**src/rtl/prio_irq_pkg.sv**
```systemverilog
package prio_irq_pkg;
  typedef enum logic [1:0] {
    REG_CPR  = 2'd0,
    REG_ACK  = 2'd1,
    REG_EOI  = 2'd2,
    REG_NONE = 2'd3
  } reg_sel_e;
endpackage

```
**src/rtl/prio_irq_arb.sv**
```systemverilog
module prio_irq_arb #(
  parameter int N_SRC = 8,
  parameter int PRI_W = 4,
  localparam int VEC_W = $clog2(N_SRC)
) (
  input  logic                   clk_i,
  input  logic                   rst_ni,
  input  logic [N_SRC-1:0]       req_i,
  input  logic [N_SRC*PRI_W-1:0] pri_i,
  input  logic [PRI_W-1:0]       cur_pri_i,
  output logic                   win_valid_o,
  output logic [VEC_W-1:0]       win_idx_o,
  output logic [PRI_W-1:0]       win_pri_o
);
  always_comb begin
    win_valid_o = 1'b0;
    win_idx_o   = '0;
    win_pri_o   = cur_pri_i;
    // strict compare keeps the lowest index on ties
    for (int i = 0; i < N_SRC; i++) begin
      if (req_i[i] && pri_i[i*PRI_W +: PRI_W] > win_pri_o) begin
        win_valid_o = 1'b1;
        win_idx_o   = VEC_W'(i);
        win_pri_o   = pri_i[i*PRI_W +: PRI_W];
      end
    end
  end

  a_r2_win_above_cur: assert property (@(posedge clk_i) disable iff (!rst_ni)
    win_valid_o |-> (req_i[win_idx_o] && pri_i[win_idx_o*PRI_W +: PRI_W] > cur_pri_i));
endmodule

```
**src/rtl/prio_irq_lifo.sv**
```systemverilog
module prio_irq_lifo #(
  parameter int PRI_W = 4,
  parameter int DEPTH = 14,
  localparam int CNT_W = $clog2(DEPTH + 1),
  localparam int IDX_W = $clog2(DEPTH)
) (
  input  logic             clk_i,
  input  logic             rst_ni,
  input  logic             push_i,
  input  logic [PRI_W-1:0] push_data_i,
  input  logic             pop_i,
  output logic [PRI_W-1:0] top_o,
  output logic             empty_o,
  output logic             ovf_o,
  output logic             unf_o
);
  logic [PRI_W-1:0] mem_q [DEPTH];
  logic [CNT_W-1:0] cnt_q;
  logic [CNT_W-1:0] cnt_m1;
  logic             full;

  assign full    = (cnt_q == CNT_W'(DEPTH));
  assign empty_o = (cnt_q == '0);
  assign cnt_m1  = cnt_q - 1'b1;
  assign top_o   = mem_q[cnt_m1[IDX_W-1:0]];
  assign ovf_o   = push_i && full;
  assign unf_o   = pop_i && empty_o;

  always_ff @(posedge clk_i or negedge rst_ni) begin
    if (!rst_ni) begin
      cnt_q <= '0;
      for (int i = 0; i < DEPTH; i++) mem_q[i] <= '0;
    end else if (push_i && !full) begin
      mem_q[cnt_q[IDX_W-1:0]] <= push_data_i;
      cnt_q <= cnt_q + 1'b1;
    end else if (pop_i && !push_i && !empty_o) begin
      cnt_q <= cnt_m1;
    end
  end

  a_r10_no_overflow: assert property (@(posedge clk_i) disable iff (!rst_ni)
    cnt_q <= CNT_W'(DEPTH));
  a_r10_full_push_drop: assert property (@(posedge clk_i) disable iff (!rst_ni)
    (push_i && full) |=> $stable(cnt_q));
endmodule

```
**src/rtl/prio_irq_ctrl.sv**
```systemverilog
module prio_irq_ctrl
  import prio_irq_pkg::*;
#(
  parameter int N_SRC  = 8,
  parameter int PRI_W  = 4,
  parameter int DEPTH  = 14,
  parameter int DATA_W = 8,
  localparam int VEC_W = $clog2(N_SRC)
) (
  input  logic                   clk_i,
  input  logic                   rst_ni,
  input  logic [N_SRC-1:0]       irq_src_i,
  input  logic [N_SRC*PRI_W-1:0] src_pri_i,
  input  logic                   hw_vec_mode_i,
  input  logic                   hw_ack_i,
  input  logic                   reg_req_i,
  input  logic                   reg_we_i,
  input  logic [1:0]             reg_addr_i,
  input  logic [PRI_W-1:0]       reg_wdata_i,
  output logic [DATA_W-1:0]      reg_rdata_o,
  output logic                   irq_o,
  output logic [VEC_W-1:0]       hw_vec_o,
  output logic [PRI_W-1:0]       cur_pri_o,
  output logic                   lifo_err_o
);
  reg_sel_e         sel;
  logic             win_valid;
  logic [VEC_W-1:0] win_idx;
  logic [PRI_W-1:0] win_pri;
  logic             cap_valid_q;
  logic [VEC_W-1:0] cap_idx_q;
  logic [PRI_W-1:0] cap_pri_q;
  logic [PRI_W-1:0] cur_pri_q;
  logic             err_q;
  logic             ack, ack_sw, ack_hw, wr_cpr, wr_eoi;
  logic [PRI_W-1:0] lifo_top;
  logic             lifo_empty, lifo_ovf, lifo_unf;

  assign sel    = reg_sel_e'(reg_addr_i);
  assign ack_sw = reg_req_i && !reg_we_i && sel == REG_ACK && !hw_vec_mode_i && cap_valid_q;
  assign ack_hw = hw_ack_i && hw_vec_mode_i && cap_valid_q;
  assign ack    = ack_sw || ack_hw;
  // an acknowledge takes the cycle; a coincident register write is dropped
  assign wr_cpr = reg_req_i && reg_we_i && sel == REG_CPR && !ack;
  assign wr_eoi = reg_req_i && reg_we_i && sel == REG_EOI && !ack;

  prio_irq_arb #(.N_SRC(N_SRC), .PRI_W(PRI_W)) u_arb (
    .clk_i       (clk_i),
    .rst_ni      (rst_ni),
    .req_i       (irq_src_i),
    .pri_i       (src_pri_i),
    .cur_pri_i   (cur_pri_q),
    .win_valid_o (win_valid),
    .win_idx_o   (win_idx),
    .win_pri_o   (win_pri)
  );

  prio_irq_lifo #(.PRI_W(PRI_W), .DEPTH(DEPTH)) u_lifo (
    .clk_i       (clk_i),
    .rst_ni      (rst_ni),
    .push_i      (ack),
    .push_data_i (cur_pri_q),
    .pop_i       (wr_eoi),
    .top_o       (lifo_top),
    .empty_o     (lifo_empty),
    .ovf_o       (lifo_ovf),
    .unf_o       (lifo_unf)
  );

  always_ff @(posedge clk_i or negedge rst_ni) begin
    if (!rst_ni) begin
      cap_valid_q <= 1'b0;
      cap_idx_q   <= '0;
      cap_pri_q   <= '0;
    end else if (ack) begin
      cap_valid_q <= 1'b0;
    end else if (!cap_valid_q && win_valid) begin
      cap_valid_q <= 1'b1;
      cap_idx_q   <= win_idx;
      cap_pri_q   <= win_pri;
    end
  end

  always_ff @(posedge clk_i or negedge rst_ni) begin
    if (!rst_ni) begin
      cur_pri_q <= '0;
      err_q     <= 1'b0;
    end else begin
      if (ack)                       cur_pri_q <= cap_pri_q;
      else if (wr_cpr)               cur_pri_q <= reg_wdata_i;
      else if (wr_eoi && !lifo_empty) cur_pri_q <= lifo_top;
      if (lifo_ovf || lifo_unf)      err_q <= 1'b1;
    end
  end

  always_comb begin
    unique case (sel)
      REG_CPR: reg_rdata_o = DATA_W'(cur_pri_q);
      REG_ACK: reg_rdata_o = DATA_W'(cap_idx_q);
      default: reg_rdata_o = '0;
    endcase
  end

  assign irq_o      = cap_valid_q;
  assign hw_vec_o   = cap_idx_q;
  assign cur_pri_o  = cur_pri_q;
  assign lifo_err_o = err_q;

  a_r7_irq_drop: assert property (@(posedge clk_i) disable iff (!rst_ni)
    ack |=> !irq_o);
  a_r7_pri_update: assert property (@(posedge clk_i) disable iff (!rst_ni)
    ack |=> cur_pri_o == $past(cap_pri_q));
  a_r4_vec_held: assert property (@(posedge clk_i) disable iff (!rst_ni)
    (irq_o && !ack) |=> (irq_o && $stable(hw_vec_o)));
  a_r8_pop_restore: assert property (@(posedge clk_i) disable iff (!rst_ni)
    (wr_eoi && !lifo_empty) |=> cur_pri_o == $past(lifo_top));
  a_r10_err_sticky: assert property (@(posedge clk_i) disable iff (!rst_ni)
    lifo_err_o |=> lifo_err_o);
endmodule

```
**config.mk**
```make
export PLATFORM = sky130hd
export DESIGN_NAME = prio_irq_ctrl
export DESIGN_NICKNAME = d
export VERILOG_FILES = /design/src/rtl/prio_irq_pkg.sv /design/src/rtl/prio_irq_arb.sv /design/src/rtl/prio_irq_lifo.sv /design/src/rtl/prio_irq_ctrl.sv
export SDC_FILE = /design/constraint.sdc
export NUM_CORES = 1
export LEC_CHECK = 0
export BUFFER_PORTS_ARGS = -buffer_cell sky130_fd_sc_hd__buf_2
export CAP_MARGIN = 20
export CORE_ASPECT_RATIO = 0.5
export CORE_UTILIZATION = 53
export DETAILED_ROUTE_END_ITERATION = 10
export PLACE_DENSITY_LB_ADDON = 0.05
export SETUP_SLACK_MARGIN = 0.05
export SYNTH_ARGS = -nofsm -noshare
export SYNTH_HDL_FRONTEND = slang
export SYNTH_HIERARCHICAL = 1
export SYNTH_SLANG_ARGS = --single-unit
```
**constraint.sdc**
```tcl
create_clock -name clk_i -period 12 [get_ports clk_i]
set_input_delay 1.2 -clock clk_i [delete_from_list [all_inputs] [get_ports clk_i]]
set_output_delay 1.2 -clock clk_i [all_outputs]
set_load 0.01 [all_outputs]
```
==> metrics.cfg, run 1 <==
[setup_path]
crit_slowest_cell = mux2_4
slowest_delay_ps = 360
required_ps = 12210
cpMostUsedCell = ha_4
arrival_ps = 12090
path_class = input port to register
end_kind = register
cp_max_fo = 7
cp-start-kind = input port

[synthesis]
seq_area_frac_synth_pct = 33.67
netlist_top_cells_area = dfrtp_1 (34%), mux2_2 (17%), ha_1 (7.4%), mux2i_1 (3.7%), inv_1 (2.0%)
ys_seq_elements = 73
synth.largest_area_cell = dfrtp_1
avgSynthCellArea_sq_um = 10.45
yosys_warnings = 6
synth_edf_count = 0
netlist_area_sq_um = 5425
ys_async_sr_fraction_pct = 100.0
syn_inst = 519
synth_common_cells = mux2_2 (80), dfrtp_1 (73), ha_1 (32)
yosysTopAreaCellShare_pct = 33.67
synth_ff_type = dfrtp_1
synthDistinctLibCells = 72
synthMostInstantiatedCell = mux2_2

[layout]
layout-drive-gt1-share_pct = 47.10
regArea_sq_um = 1827
multi_input_area_sq_um = 3782
diodes = 0
final_nets = 717
nFillCells = 721
area_growth_pct = 28.83

[timing]
tns_ps = 0
final.period_utilization_pct = 98.98
setup_viol = 0
skew_ps = 6.130
slew_violations = 0
tightest_slew_ps = 1044
rsz0062_at_grt = true
fmax_mhz = 84.20
hold_viol_final = 0
max-slew-margin-rel_pct = 30.33
fin_crit_ps = 11880

[clocking]
cts_tree = built
cts_buffers = 9
clk_path_buf_depth = 2
cts-root-buf = clkbuf_16
insertion_delay_ps = 330
htreeDepth = 3
clk_pin_slew_ps = 50
cts_sinks = 73
cts_hold_buf = 0

[routing]
first_pass_iters = 4
vias_per_cell = 5.815
ant_nets = 0
wl_mm = 13.47
routedWlPerCell_microns = 17.44
route.vias.total = 4489
drcViolationCount = 0
drt_iter0_drc = 212

[grt]
track_usage_pct = 25.53
grt_pass1_wl_mm = 21.17
grt_max_degree = 74
grt_pass1_vias = 4200
antenna_found_initial = 0
overflow = 0

[run]
max-cap-violations = 0

[floorplan]
die_w_microns = 145.1
start_util_pct = 55.95
pin_count = 69
rows = 25
die-height_microns = 73.54
core-area_sq_um = 9697
fp.dieArea_sq_um = 10670

[worst_hold_path]
min_path_type = register to register

[placement]
io_buffer_count = 64
dpl.hpwl_mm = 9.536
place_congestion = 0.9080

[status]
status = completed

## layout by cell type, fill, tap and decap left out, types with 4 or more instances in the layout
| cell | netlist | final |
|---|---|---|
| inv_1 | 29 | 26 |
| and3_1 | 5 | 5 |
| a21o_1 | 10 | 10 |
| nand4_1 | 4 | 4 |
| buf_2 | 3 | 62 |
| nand2_1 | 25 | 22 |
| o31ai_4 | 1 | 4 |
| buf_6 | 5 | 5 |
| buf_4 | 4 | 59 |
| mux4_2 | 4 | 4 |
| a21oi_1 | 16 | 10 |
| and2_1 | 6 | 5 |
| xnor2_1 | 5 | 5 |
| nand3_1 | 11 | 8 |
| o211ai_1 | 4 | 4 |
| a21oi_2 | 2 | 6 |
| o21a_1 | 8 | 8 |
| conb_1 | 1 | 4 |
| o31a_1 | 5 | 5 |
| nor3b_1 | 5 | 4 |
| ha_1 | 32 | 22 |
| mux2_4 | 1 | 11 |
| a2bb2oi_1 | 5 | 4 |
| o22ai_1 | 13 | 12 |
| ha_4 | 0 | 9 |
| nor2b_1 | 8 | 5 |
| mux2i_1 | 20 | 19 |
| a22oi_1 | 10 | 9 |
| nand2b_1 | 5 | 4 |
| mux2_2 | 80 | 70 |
| dfrtp_1 | 73 | 73 |
| nor2_1 | 28 | 21 |
| clkbuf_16 | 0 | 9 |
| o21ai_1 | 0 | 4 |
| or2b_1 | 4 | 4 |
| o21ai_0 | 12 | 8 |
| nor2_2 | 0 | 4 |
| a221o_1 | 4 | 4 |
## area by class of cell
class,instances,share of cell area (%)
clock buffer,11,3.330
inverter,29,1.557
multi-input combinational,393,54.12
clock inverter,4,0.6445
sequential,73,26.14
tap,135,2.417
timing repair buffer,127,11.80
## state kept, by name, summed over array words and instances, names as in the netlist
name and flops:
u_lifo/cnt_q 4, cur_pri_o 4, lifo_err_o 1, hw_vec_o 3
irq_o 1, u_lifo/mem_q 56, cap_pri_q 4
## logic make-up after synthesis
family / share of synthesized area, %
AOI/OAI and AO/OA: 17.44
xor gates and xnor gates: 1.269
adders and majority gates: 7.565
buffers and inverters: 4.912
DFF: 33.67
muxes: 23.73
other: 0.06912
and+or+nand+nor: 11.35
## path summary, 6_finish.rpt
check                                  start              end  slack (ps)  depth (start not counted)
worst max-delay path            src_pri_i[0]     cap_pri_q[1]         120                         61
worst min-delay path              lifo_err_o       lifo_err_o         470                          1
worst max register to register  cur_pri_o[1]     cap_pri_q[1]         630                         60
worst min register to register    lifo_err_o       lifo_err_o         470                          1
max in group asynchronous             rst_ni     cur_pri_o[3]       10320                          2
min in group asynchronous             rst_ni  u_lifo/mem_q[0]        1100                          2
## routing by layer
layer	vias to the layer above	global-route usage (%)	share of wire, %
li1	2161	-	-
met1	2221	34.50	48
met2	95	43.16	47
met3	12	5.031	3.3
met4	0	5.380	1.2
met5	-	0	0
## metrics by stage
step / util [%] / instance area, sq um / std cells / hold WS [ps] / setup slack, ps
finish: 72.08 / 6989 / 772 / 466.6 / 122.8
floorplan: - / 5599 / 522 / 458.5 / -14.73
global placement: 64.77 / 6281 / 742 / 457.5 / -406.4
global route: 72.08 / 6989 / 772 / 504.3 / -279.4
detailed placement: 64.77 / 6281 / 742 / 454.3 / -608.5
CTS: 68.62 / 6654 / 763 / 466.6 / 56.35
## worst max-delay path, delay by kind of cell
family,cells,cell delay [ps]
AO/OA/AOI/OAI,26,4500
adder cells (fa/ha/maj),8,2170
buffers and inverters,5,400
multiplexers,7,1970
AND/OR/NAND/NOR,15,1820
## timing repair
item                       CTS  global route
gates resized for setup      9            53
setup buffers                6             9
setup endpoints to repair    8             8
pin swaps                   10            30
Power of run 1 is left out: the tool's default activity adds up to more than one toggle a clock period on the data nets, which glitch-free logic cannot reach.
==> run 2, diff against run 1 <==
- CELL_PAD_IN_SITES_DETAIL_PLACEMENT: unset -> 0
- CELL_PAD_IN_SITES_GLOBAL_PLACEMENT: unset -> 2
- CORE_UTILIZATION: 53 -> 34
==> metrics.cfg, run 2 (synthesized netlist as in run 1, its figures left out) <==
[grt]
overflow = 0  ; unchanged
use_met2_pct = 29.92  ; was 43.16%
grt_max_degree = 74  ; unchanged
grt_pass1_vias = 4472  ; was 4200
grt_pass1_wl_mm = 23.33  ; was 21.17 mm
use_met3_pct = 2.808  ; was 5.031%
track_usage_pct = 18.01  ; was 25.53%
antenna_found_initial = 0  ; unchanged
top_usage_layer = met2  ; unchanged
grt_use_met1_pct = 24.20  ; was 34.50%

[timing]
max-slew-margin-rel_pct = 28.43  ; was 30.33%
fmax_mhz = 84.80  ; was 84.20 MHz
slew_violations = 0  ; unchanged
tightest_slew_ps = 1073  ; was 1044 ps
skew_ps = 6.999  ; was 6.130 ps
setup_viol = 0  ; unchanged
fin_crit_ps = 11790  ; was 11880 ps
final.period_utilization_pct = 98.27  ; was 98.98%
timing.final.ws_setup_ps = 208.2  ; was 122.8 ps
rsz0062_at_grt = true  ; unchanged
hold_viol_final = 0  ; unchanged

[layout]
final_cell_mix = buf_4 (79), dfrtp_1 (73), mux2_2 (69)  ; was dfrtp_1 (73), mux2_2 (70), buf_2 (62)
fin_area_sq_um = 7198  ; was 6989 sq um
multi_input_area_sq_um = 3752  ; was 3782 sq um
largest_register_ffs = 56  ; unchanged
regArea_sq_um = 1827  ; unchanged
nFillCells = 1486  ; was 721
diodes = 0  ; unchanged
layout_commonest_cell = buf_4  ; was dfrtp_1
area_growth_pct = 32.68  ; was 28.83%
final_nets = 738  ; was 717
regMostFlops = u_lifo/mem_q  ; unchanged
layout-drive-gt1-share_pct = 48.78  ; was 47.10%

[clocking]
htreeDepth = 3  ; unchanged
cts_buffers = 9  ; unchanged
cts-root-buf = clkbuf_16  ; unchanged
cts_hold_buf = 0  ; unchanged
clk_path_buf_depth = 2  ; unchanged
clk_pin_slew_ps = 60  ; was 50 ps
insertion_delay_ps = 330  ; about the same
cts_tree = built  ; unchanged
cts_sinks = 73  ; unchanged

[setup_path]
slowest_delay_ps = 360  ; about the same
cp_max_fo = 8  ; was 7
crit_cells = 59  ; was 61
cp_top_family = compound AO/OA/AOI/OAI gates  ; unchanged
arrival_ps = 12010  ; was 12090 ps
ff2ff_path_depth = 59  ; was 60
path_class = input port to register  ; unchanged
cp-start-kind = input port  ; unchanged
cpMostUsedCell = ha_4  ; unchanged
path_buf_inv = 5  ; unchanged
required_ps = 12210  ; about the same
end_kind = register  ; unchanged
crit_slowest_cell = mux2_4  ; unchanged

[run]
max-cap-violations = 0  ; unchanged

[placement]
io_buffer_count = 64  ; unchanged
placed_area_sq_um = 6487  ; was 6281 sq um
place_congestion = 0.7762  ; was 0.9080
dpl.hpwl_mm = 10.80  ; was 9.536 mm
place_ws_ps = -629.1  ; was -608.5 ps

[routing]
first_pass_iters = 4  ; unchanged
routedWlPerCell_microns = 16.94  ; was 17.44 microns
drt_iter0_drc = 148  ; was 212
route.vias.total = 4424  ; was 4489
drcViolationCount = 0  ; unchanged
vias_per_cell = 5.144  ; was 5.815
ant_nets = 0  ; unchanged
wl_mm = 14.57  ; was 13.47 mm

[floorplan]
core-area_sq_um = 15490  ; was 9697 sq um
die-height_microns = 91.32  ; was 73.54 microns
start_util_pct = 35.01  ; was 55.95%
fp.dieArea_sq_um = 16500  ; was 10670 sq um
rows = 32  ; was 25
die_w_microns = 180.6  ; was 145.1 microns
pin_count = 69  ; unchanged

[status]
status = completed  ; unchanged

[worst_hold_path]
min_path_type = register to register  ; unchanged
hold_depth = 1  ; unchanged

run 2: cell count changes in the layout (fill, tap and decap cells not counted), sizes merged:
| cell | delta |
|---|---|
| bufinv | -1 |
| clkinv | -3 |
| clkbuf | +3 |
| buf | +20 |
run 2: cell type report:
| cell class | count | share of cell area (%) |
|---|---|---|
| Multi-Input combinational cell | 393 | 52.13 |
| Sequential cell | 73 | 25.38 |
| Timing Repair Buffer | 148 | 13.65 |
| Clock buffer | 13 | 3.755 |
| Tap cell | 204 | 3.546 |
| Inverter | 29 | 1.547 |
run 2: worst register-to-register path: cells and delay by family, from the launching register on:
family	cells	cell delay, ps
adders and majority gates	8	2090
AOI/OAI and AO/OA	23	4110
buffers and inverters	5	500
muxes	7	2060
and+or+nand+nor	16	2060
DFF	1	350
run 2: layer usage:
| metal | up-vias | part of all wire, % |
|---|---|---|
| met5 | - | 0 |
| met3 | 10 | 2.0 |
| met2 | 51 | 47 |
| met1 | 2171 | 49 |
| met4 | 0 | 1.1 |
| li1 | 2192 | - |
run 2: worst paths after layout:
| check | startpoint | end | slack [ps] |
|---|---|---|---|
| max | src_pri_i[2] | cap_pri_q[0] | 210 |
| min | lifo_err_o | lifo_err_o | 480 |
| max reg2reg | cur_pri_o[1] | cap_pri_q[0] | 740 |
| min reg2reg | lifo_err_o | lifo_err_o | 480 |
| max in group asynchronous | rst_ni | u_lifo/mem_q[38] | 10310 |
| min in group asynchronous | rst_ni | u_lifo/mem_q[6] | 1110 |
run 2: what timing repair did:
item	CTS	global route
cloned	0	0
resized for setup	10	48
buffers inserted	5	14
setup endpoints to repair	8	8
pin swaps	4	31
run 2: stage by stage:
step	hold slack (ps)	setup TNS (ps)	instances	util, %
4_1_cts	493.0	0	845	44.15
5_1_grt	509.7	-2897	860	46.46
3_5_place_dp	480.6	-4751	827	41.87
6_report	484.9	0	860	46.46
2_1_floorplan	458.5	-14.73	522	-
3_3_place_gp	476.7	-3396	827	41.87
Power of run 2 is left out for the same reason.
==> run 3, diff against run 2 <==
- SETUP_SLACK_MARGIN: 0.05 -> 0.4
==> metrics.cfg, run 3 (synthesized netlist as in run 1, its figures left out) <==
[setup_path]
required_ps = 12210  ; about the same
path_class = input port to register  ; unchanged
cp_max_fo = 6  ; was 8
cp_top_family = compound AO/OA/AOI/OAI gates  ; unchanged
arrival_ps = 11970  ; was 12010 ps
regToRegSetupSlack_ps = 750  ; was 740 ps
cpMostUsedCell = ha_4  ; unchanged
path_buf_inv = 4  ; was 5
crit_slowest_cell = mux2_4  ; unchanged
slowest_delay_ps = 360  ; about the same
cp-start-kind = input port  ; unchanged
end_kind = register  ; unchanged

[timing]
fin_crit_ps = 11760  ; was 11790 ps
rsz0062_at_grt = true  ; unchanged
timing.final.ws_setup_ps = 241.4  ; was 208.2 ps
slew_violations = 0  ; unchanged
skew_ps = 5.255  ; was 6.999 ps
max-slew-margin-rel_pct = 29.37  ; was 28.43%
tightest_slew_ps = 1059  ; was 1073 ps
final.period_utilization_pct = 97.99  ; was 98.27%
fmax_mhz = 85.04  ; was 84.80 MHz
setup_viol = 0  ; unchanged
tns_ps = 0  ; unchanged
hold_viol_final = 0  ; unchanged

[worst_hold_path]
min_path_type = register to register  ; unchanged

[routing]
vias_per_cell = 5.137  ; was 5.144
drcViolationCount = 0  ; unchanged
ant_nets = 0  ; unchanged
wl_mm = 14.75  ; was 14.57 mm
routedWlPerCell_microns = 17.00  ; was 16.94 microns
first_pass_iters = 4  ; unchanged
route.vias.total = 4459  ; was 4424
drt_iter0_drc = 133  ; was 148

[run]
max-cap-violations = 0  ; unchanged

[layout]
fin_util_pct = 46.88  ; was 46.46%
regMostFlops = u_lifo/mem_q  ; unchanged
final_cell_mix = buf_4 (87), dfrtp_1 (73), mux2_2 (68)  ; was buf_4 (79), dfrtp_1 (73), mux2_2 (69)
layout-drive-gt1-share_pct = 49.85  ; was 48.78%
layout_commonest_cell = buf_4  ; unchanged
nFillCells = 1460  ; was 1486
diodes = 0  ; unchanged
area_growth_pct = 33.90  ; was 32.68%
multi_input_area_sq_um = 3761  ; was 3752 sq um
largest_register_ffs = 56  ; unchanged
regArea_sq_um = 1827  ; unchanged
stdcell_count = 868  ; was 860
final_nets = 746  ; was 738

[placement]
place_ws_ps = -629.1  ; unchanged
place_congestion = 0.7762  ; unchanged
dpl.hpwl_mm = 10.80  ; unchanged
io_buffer_count = 64  ; unchanged
dp_cells = 827  ; unchanged

[grt]
track_usage_pct = 18.37  ; was 18.01%
antenna_found_initial = 0  ; unchanged
overflow = 0  ; unchanged
grt_max_degree = 74  ; unchanged
grt_pass1_wl_mm = 23.83  ; was 23.33 mm
grt_pass1_vias = 4599  ; was 4472

[clocking]
cts_buffers = 9  ; unchanged
htreeDepth = 3  ; unchanged
clk_path_buf_depth = 2  ; unchanged
insertion_delay_ps = 320  ; was 330 ps
cts_hold_buf = 0  ; unchanged
clk_pin_slew_ps = 50  ; was 60 ps
cts_tree = built  ; unchanged
cts_sinks = 73  ; unchanged
cts-root-buf = clkbuf_16  ; unchanged

[floorplan]
die-height_microns = 91.32  ; unchanged
rows = 32  ; unchanged
core-area_sq_um = 15490  ; unchanged
die_w_microns = 180.6  ; unchanged
pin_count = 69  ; unchanged
fp.dieArea_sq_um = 16500  ; unchanged
start_util_pct = 35.01  ; unchanged

[status]
status = completed  ; unchanged

run 3: stage by stage:
step	area [sq um]	hold slack, ps
final	7264	485.9
after CTS	7067	493.0
after global routing	7264	509.7
after floorplan	5599	458.5
after global placement	6487	476.7
after detailed placement	6487	480.6
run 3: area by class of cell:
| type | count | area share (%) |
|---|---|---|
| clock buffer | 13 | 3.720 |
| inverter | 29 | 1.498 |
| multi-input combinational | 393 | 51.77 |
| sequential | 73 | 25.15 |
| tap | 204 | 3.514 |
| timing repair buffer | 156 | 14.35 |
run 3: timing repair:
item / in CTS / in global routing
gates resized for setup: 31 / 30
setup endpoints to repair: 8 / 8
buffers inserted: 21 / 6
cloned: 0 / 0
pin swaps: 22 / 12
run 3: layer usage:
metal,wire length [microns],track usage (%),vias to the layer above
li1,-,-,2210
met1,7209,24.33,2186
met2,7019,30.92,51
met3,334,2.968,12
met4,190,5.199,0
met5,0,0,-
run 3: final timing paths:
kind	depth (start not counted)	startpoint	to
worst max-delay path	61	src_pri_i[1]	cap_pri_q[1]
worst min-delay path	1	lifo_err_o	lifo_err_o
worst max register to register	61	cur_pri_o[1]	cap_pri_q[1]
min in group asynchronous	2	rst_ni	u_lifo/mem_q[6]
max in group asynchronous	2	rst_ni	u_lifo/mem_q[39]
worst min register to register	1	lifo_err_o	lifo_err_o
run 3: worst register-to-register path: cells and delay by family (launching register included):
kind                       cells  cell delay (ps)
and+or+nand+nor               15             1780
DFF                            1              350
AOI/OAI and AO/OA             28             4850
adders and majority gates      8             2150
buffers and inverters          4              360
muxes                          6             1670
Power of run 3 is left out for the same reason.
